<file path="config.mk">
export PLATFORM = sky130hd
export DESIGN_NAME = mbx_irq_ctl
export DESIGN_NICKNAME = d
export VERILOG_FILES = /design/src/rtl/mbx_irq_pkg.sv /design/src/rtl/mbx_side_decode.sv /design/src/rtl/mbx_flag_cell.sv /design/src/rtl/mbx_irq_ctl.sv
export SDC_FILE = /design/constraint.sdc
export NUM_CORES = 1
export LEC_CHECK = 0
export BUFFER_PORTS_ARGS = -buffer_cell sky130_fd_sc_hd__buf_2
export CAP_MARGIN = 20
export CORE_AREA = 2 2 39 41
export CTS_CLUSTER_SIZE = 12
export DETAILED_ROUTE_END_ITERATION = 7
export DIE_AREA = 0 0 41 43
export GPL_ROUTABILITY_DRIVEN = 0
export PLACE_DENSITY = 0.51
export SYNTH_ARGS = -nofsm -noshare
export SYNTH_HDL_FRONTEND = slang
export SYNTH_SLANG_ARGS = --single-unit
</file>
<file path="constraint.sdc">
create_clock -name clk -period 1.4 [get_ports clk]
set_clock_uncertainty 0.1 [all_clocks]
set_input_delay 0.21 -clock clk [delete_from_list [all_inputs] [get_ports clk]]
set_output_delay 0.21 -clock clk [all_outputs]
set_load 0.02 [all_outputs]
</file>
<file path="src/rtl/mbx_irq_pkg.sv">
package mbx_irq_pkg;

    typedef struct packed {
        logic en_n;
        logic wr_n;
        logic oe_n;
        logic busy_n;
    } side_ctl_t;

    typedef enum logic {
        SIDE_A = 1'b0,
        SIDE_B = 1'b1
    } side_e;

    localparam int NUM_SIDES = 2;

    function automatic int unsigned other_side(input int unsigned s);
        return (s == 0) ? 1 : 0;
    endfunction

    function automatic logic side_live(input side_ctl_t c);
        return !c.en_n && c.busy_n;
    endfunction

endpackage

</file>
<file path="src/rtl/mbx_side_decode.sv">
module mbx_side_decode
    import mbx_irq_pkg::*;
#(
    parameter int ADDR_W = 15,
    parameter logic [ADDR_W-1:0] OWN_BOX = '1,
    parameter logic [ADDR_W-1:0] PEER_BOX = '0
) (
    input  side_ctl_t         ctl,
    input  logic [ADDR_W-1:0] addr,
    output logic              clr_own,
    output logic              set_peer
);
    logic live;

    always_comb begin
        live     = side_live(ctl);
        set_peer = live && !ctl.wr_n && (addr == PEER_BOX);
        clr_own  = live && !ctl.oe_n && (addr == OWN_BOX);
    end
endmodule

</file>
<file path="src/rtl/mbx_flag_cell.sv">
module mbx_flag_cell #(
    parameter bit ENABLE = 1'b1
) (
    input  logic clk,
    input  logic rst,
    input  logic set_req,
    input  logic clr_req,
    output logic flag_n
);
    generate
        if (ENABLE) begin : g_live
            logic flag_q;
            always_ff @(posedge clk) begin
                if (rst)          flag_q <= 1'b1;
                else if (set_req) flag_q <= 1'b0;
                else if (clr_req) flag_q <= 1'b1;
            end
            assign flag_n = flag_q;
        end else begin : g_off
            logic unused_req;
            assign unused_req = set_req ^ clr_req ^ clk ^ rst;
            assign flag_n = 1'b1;
        end
    endgenerate
endmodule

</file>
<file path="src/rtl/mbx_irq_ctl.sv">
module mbx_irq_ctl
    import mbx_irq_pkg::*;
#(
    parameter int ADDR_W = 15,
    parameter bit IRQ_EN = 1'b1
) (
    input  logic              clk,
    input  logic              rst,
    input  logic              a_en_n,
    input  logic              a_wr_n,
    input  logic              a_oe_n,
    input  logic [ADDR_W-1:0] a_addr,
    input  logic              a_busy_n,
    input  logic              b_en_n,
    input  logic              b_wr_n,
    input  logic              b_oe_n,
    input  logic [ADDR_W-1:0] b_addr,
    input  logic              b_busy_n,
    output logic              a_irq_n,
    output logic              b_irq_n
);
    localparam logic [ADDR_W-1:0] BOX_B = '1;
    localparam logic [ADDR_W-1:0] BOX_A = BOX_B - 1'b1;

    side_ctl_t         ctl  [NUM_SIDES];
    logic [ADDR_W-1:0] addr [NUM_SIDES];
    logic [NUM_SIDES-1:0] clr_own, set_peer, irq_n;

    assign ctl[SIDE_A]  = '{en_n: a_en_n, wr_n: a_wr_n, oe_n: a_oe_n, busy_n: a_busy_n};
    assign ctl[SIDE_B]  = '{en_n: b_en_n, wr_n: b_wr_n, oe_n: b_oe_n, busy_n: b_busy_n};
    assign addr[SIDE_A] = a_addr;
    assign addr[SIDE_B] = b_addr;

    generate
        for (genvar s = 0; s < NUM_SIDES; s++) begin : g_side
            localparam logic [ADDR_W-1:0] OWN  = (s == 0) ? BOX_A : BOX_B;
            localparam logic [ADDR_W-1:0] PEER = (s == 0) ? BOX_B : BOX_A;

            mbx_side_decode #(
                .ADDR_W  (ADDR_W),
                .OWN_BOX (OWN),
                .PEER_BOX(PEER)
            ) u_dec (
                .ctl     (ctl[s]),
                .addr    (addr[s]),
                .clr_own (clr_own[s]),
                .set_peer(set_peer[s])
            );

            mbx_flag_cell #(
                .ENABLE(IRQ_EN)
            ) u_flag (
                .clk    (clk),
                .rst    (rst),
                .set_req(set_peer[other_side(s)]),
                .clr_req(clr_own[s]),
                .flag_n (irq_n[s])
            );
        end
    endgenerate

    assign a_irq_n = irq_n[SIDE_A];
    assign b_irq_n = irq_n[SIDE_B];
endmodule

</file>
== Word-level counts from Yosys, hierarchy flattened ==
Index checks and enable logic that the tools add are counted.
Widths: inputs -> output; s select.

* Register bits after elaboration: 2
* Bits of input ports: 40
* Output and inout port bits: 2
* Logic and storage cells: 28

* Equal/unequal tests: 4
* Multiplexer cells: 4
* Reduce and logical (&&, ||, !) cells: 18

{| class="wikitable"
|+ Operator list
! cell !! number
|-
| $eq 15x15->1 const B || 4
|-
| $logic_and 1x1->1 || 10
|-
| $logic_not 1->1 || 6
|-
| $mux 1 || 4
|-
| $reduce_bool 2->1 || 2
|}

== Depth between registers and ports, before layout ==
* Depth after elaboration: 6
* Depth in mapped cells: 4

== Hierarchy ==
A second synthesis with hierarchy kept.

* Cells, all modules: 20
* Area, all modules: 180.2 um^2

{| class="wikitable"
|+ Modules (own cells, without submodules)
! module !! instances !! cells an instance !! area each (um^2)
|-
| mbx_side_decode || 2 || 7 || 55.1
|-
| mbx_flag_cell || 2 || 3 || 35.0
|}

== Worst setup path before layout ==
Ideal clock, no wire load.

* Path kind: input port to flip-flop
* Start: in b_en_n
* End: reg g_side[1].u_flag.g_live.flag_q
* Library setup time: 0.074 ns
* Arrival: 0.853 ns
* Path slack: 0.373 ns
* Stages: 4
* Buffers on the path: 0
* Cells stage by stage: nand4b_1 nor4_2 a311oi_1 a31oi_1

* Cells in the longest elaborated chain, start to end: 5

{| class="wikitable"
|+ RTL lines
! item !! RTL line !! source
|-
| start: declaration || mbx_irq_ctl.sv:14 || <nowiki>input logic b_en_n,</nowiki>
|-
| $logic_not 1->1 || mbx_irq_pkg.sv:22 || <nowiki>return !c.en_n && c.busy_n;</nowiki>
|-
| $logic_and 1x1->1 || mbx_irq_pkg.sv:22 ||
|-
| $logic_and 1x1->1 (2 in series) || mbx_side_decode.sv:18 || <nowiki>clr_own = live && !ctl.oe_n && (addr == OWN_BOX);</nowiki>
|-
| $reduce_bool 2->1 (no line) || - ||
|-
| end signal: assignment || mbx_flag_cell.sv:14 || <nowiki>if (rst) flag_q <= 1'b1;</nowiki>
|-
| end signal: assignment || mbx_flag_cell.sv:15 || <nowiki>else if (set_req) flag_q <= 1'b0;</nowiki>
|-
| end signal: assignment || mbx_flag_cell.sv:16 || <nowiki>else if (clr_req) flag_q <= 1'b1;</nowiki>
|-
| end: declaration || mbx_flag_cell.sv:12 || <nowiki>logic flag_q;</nowiki>
|}

No other way between the ends.
A chain may end at the register's enable or synchronous reset.

== Final worst setup path ==
* Start: reg g_side[0].u_flag.g_live.flag_q
* End: out a_irq_n

{| class="wikitable"
|+ RTL lines
! item !! RTL line !! source
|-
| start: declaration || mbx_flag_cell.sv:12 ||
|-
| start signal: assignment || mbx_flag_cell.sv:14 ||
|-
| start signal: assignment || mbx_flag_cell.sv:15 ||
|-
| start signal: assignment || mbx_flag_cell.sv:16 ||
|-
| end: declaration || mbx_irq_ctl.sv:19 || <nowiki>output logic a_irq_n,</nowiki>
|}

No word-level cell between the ends.

==> metrics.log <==
[metrics] run status: finished clean
[metrics] type of origin of the critical path: flop
[metrics] post-detail-place hpwl: 650 um
[metrics] nature of the critical path endpoint: output port
[metrics] leakage power figure: 0.206 nW
[metrics] global route total overflow: 0
[metrics] area of placed instances: 389 um2
[metrics] setup repair after global routing missed its margin: false
[metrics] buffers and inverters on the worst path: 1
[metrics] commonest non-fill, non-tap cells in the layout: 41 x sky130_fd_sc_hd__buf_2, 6 x sky130_fd_sc_hd__nand4_1, 3 x sky130_fd_sc_hd__clkbuf_4
[metrics] DRC violation total after the first TritonRoute iteration: 3
[metrics] maximum net fanout on the critical path: 2
[metrics] first-pass GRT wire length: 1.13 mm
[metrics] Setup Fix Bufs, Post-CTS: 0
[metrics] Via density: 4.30
[metrics] count of buffers inserted at the top-level ports: 41
[metrics] type of the worst setup path: reg2out
[metrics] Worst Reg2Reg Path Length in Cells: 2
[metrics] post-route standard cell area excluding fillers: 412 um2
[metrics] number of remaining DRC errors: 0
[metrics] H-tree levels: 1
[metrics] Pins Over Slew Limit: 0
[metrics] largest net degree at the start of global routing: 5
[metrics] count of fill cells added during filler insertion: 153
[metrics] gr usage total: 0.101
[metrics] arrival time of data at the critical path endpoint: 0.71 ns
[metrics] largest cells by area after synthesis: sky130_fd_sc_hd__dfxtp_1 24%, sky130_fd_sc_hd__nand4_1 23%, sky130_fd_sc_hd__nor4_2 15%, sky130_fd_sc_hd__nand4b_1 11%, sky130_fd_sc_hd__a311oi_1 5.3%
[metrics] Clock Tree Root: sky130_fd_sc_hd__clkbuf_4
[metrics] number of unique standard cell types used by synthesis: 11
[metrics] slew at the pin closest to its max-slew limit: 0.277 ns
[metrics] initial core utilization: 0.118
[metrics] Setup-failing EPs final: 0
[metrics] height of the die: 43 um
[metrics] Post-Synthesis Cells: 20
[metrics] total nets after synthesis: 60
[metrics] reported max-cap violation count: 0
[metrics] # IOs: 42
[metrics] count of hold-fix buffers inserted at cts: 0
[metrics] fraction of layout cells with a size suffix above 1: 0.719
[metrics] Worst Path Required: 1.09 ns
[metrics] minimum period implied by the final worst setup slack: 1.02 ns
[metrics] number of instances on the worst hold path: 2
[metrics] delay-heaviest family, CP: flip-flops
[metrics] power density cells: 609 nW/um2
[metrics] area of combinational cells with multiple inputs: 120 um2
[metrics] area fraction of the dominant cell type after synthesis: 0.244
[metrics] slew margin rel.: 0.814
[metrics] antenna diode count: 0
[metrics] total count of hold-check failures in the final report: 0
[metrics] end of the worst register-to-register path: g_side[0].u_flag.flag_n
[metrics] area of the placeable core: 1380 um2
[metrics] clock transition at the register clock pins on the worst setup and hold paths after CTS: 0.03 ns
[metrics] area growth from synthesis to layout: 151%
[metrics] Via Count: 344
[metrics] number of clock sinks seen by CTS: 2
[metrics] Longest Clk Path Bufs: 2
[metrics] period utilization: 0.726
[metrics] HP Start: a_addr[0]
[metrics] Routed WL: 702 um
[metrics] antenna viol nets, final: 0
[metrics] maximum clock frequency: 0.984 GHz
[metrics] VDD IR-drop max: 150 uV
[metrics] average wire length per cell after detail routing: 8.78 um
[metrics] quantity of gates resized following cts: 0
[metrics] initial antenna violation count: 0
[metrics] clock tree from TritonCTS: yes
[metrics] placement-stage worst setup slack: 0.158 ns
[metrics] number of detailed-route iterations in the first pass: 2
[metrics] register-to-register setup slack: 0.61 ns
[metrics] mean instance size in the synthesized netlist: 8.20 um2
[metrics] cell type with the largest total area after synthesis: sky130_fd_sc_hd__dfxtp_1
[metrics] Reg-to-Reg Start: g_side[0].u_flag.flag_n
[metrics] number of flip-flops under the largest register name: 2
[metrics] hold worst-path end: g_side[1].u_flag.flag_n
[metrics] number of synthesized register bits: 2
[metrics] commonest non-fill, non-tap cell in the layout: sky130_fd_sc_hd__buf_2
[metrics] number of warnings issued by yosys: 0
[metrics] sequential element share of the synthesized area: 0.244
[metrics] total design power: 251 uW
[metrics] vias in the first global route: 335
[metrics] Cells after DPL: 77
[metrics] cts bufs inserted: 3
[metrics] HP Class: in2reg
[metrics] standard-cell row count: 14
[metrics] insertion delay to the later sink of the worst-skew pair: 0.23 ns
[metrics] critical-path cell with the highest stage delay: sky130_fd_sc_hd__dfxtp_1
[metrics] largest stage delay on the critical path: 0.32 ns
[metrics] Die Outline Area: 1760 um2
[metrics] setup ws final: 0.383 ns
[metrics] number of nets in the layout: 106
[metrics] Post-Route Setup TNS: 0 ns
[metrics] Die W: 41 um
[metrics] final non-filler cell total: 80
[metrics] cells along the critical path: buf_2
[metrics] Seq. cell area: 40.0 um2
[metrics] post-synth design cell area: 164 um2
metal layers:
metal / share of wire / vias up / global-route usage
li1: - / 177 / -
met5: 0 / - / 0
met1: 0.31 / 141 / 0.0828
met4: 0 / 0 / 0.0800
met2: 0.53 / 26 / 0.169
met3: 0.15 / 0 / 0.0471
synthesized netlist by cell type:
cell,count
sky130_fd_sc_hd__a211oi_1,1
sky130_fd_sc_hd__a21oi_1,1
sky130_fd_sc_hd__nand4_1,6
sky130_fd_sc_hd__nor2_1,2
sky130_fd_sc_hd__nor3_1,1
sky130_fd_sc_hd__a31oi_1,1
sky130_fd_sc_hd__nand4b_1,2
sky130_fd_sc_hd__inv_1,1
sky130_fd_sc_hd__a311oi_1,1
sky130_fd_sc_hd__dfxtp_1,2
sky130_fd_sc_hd__nor4_2,2
cell families (layout without fill, tap and decap cells):
family / count (synthesis) / in the layout / synth area share
and+or+nand+nor: 13 / 13 / 0.565
DFF: 2 / 2 / 0.244
AOI/OAI and AO/OA: 4 / 4 / 0.168
buffers and inverters: 1 / 45 / 0.0229
worst max path at each step:
stage,from,cells after the start,endpoint,slack (ns)
finish,g_side[0].u_flag.flag_n,1,a_irq_n,0.38
global route,b_en_n,5,g_side[1].u_flag.flag_n,0.27
CTS,g_side[0].u_flag.flag_n,1,a_irq_n,0.37
detailed placement,b_en_n,5,g_side[1].u_flag.flag_n,0.16
global placement,b_en_n,5,g_side[1].u_flag.flag_n,0.14
floorplan,b_en_n,4,g_side[1].u_flag.flag_n,0.37
power breakdown:
| group | leakage [nW] | internal (mW) | total (mW) | switching (mW) |
|---|---|---|---|---|
| registers | 0.0162 | 0.0574 | 0.0574 | 0.000000198 |
| clock network | 0.0138 | 0.0950 | 0.131 | 0.0361 |
| logic | 0.176 | 0.0421 | 0.0623 | 0.0202 |
final cells by class:
| class | count | share of cell area |
|---|---|---|
| sequential | 2 | 0.0973 |
| timing repair buffer | 41 | 0.498 |
| inverter | 1 | 0.00912 |
| multi-input combinational | 17 | 0.292 |
| clock buffer | 3 | 0.0547 |
| tap | 16 | 0.0486 |
through the flow:
stage,util,hold slack [ns]
after global routing,0.297,0.105
after CTS,0.297,0.106
after floorplan,-,0.218
final,0.297,0.108
after detailed placement,0.281,0.342
after global placement,0.281,0.340
Note: power is estimated with default switching activity, not from simulation.
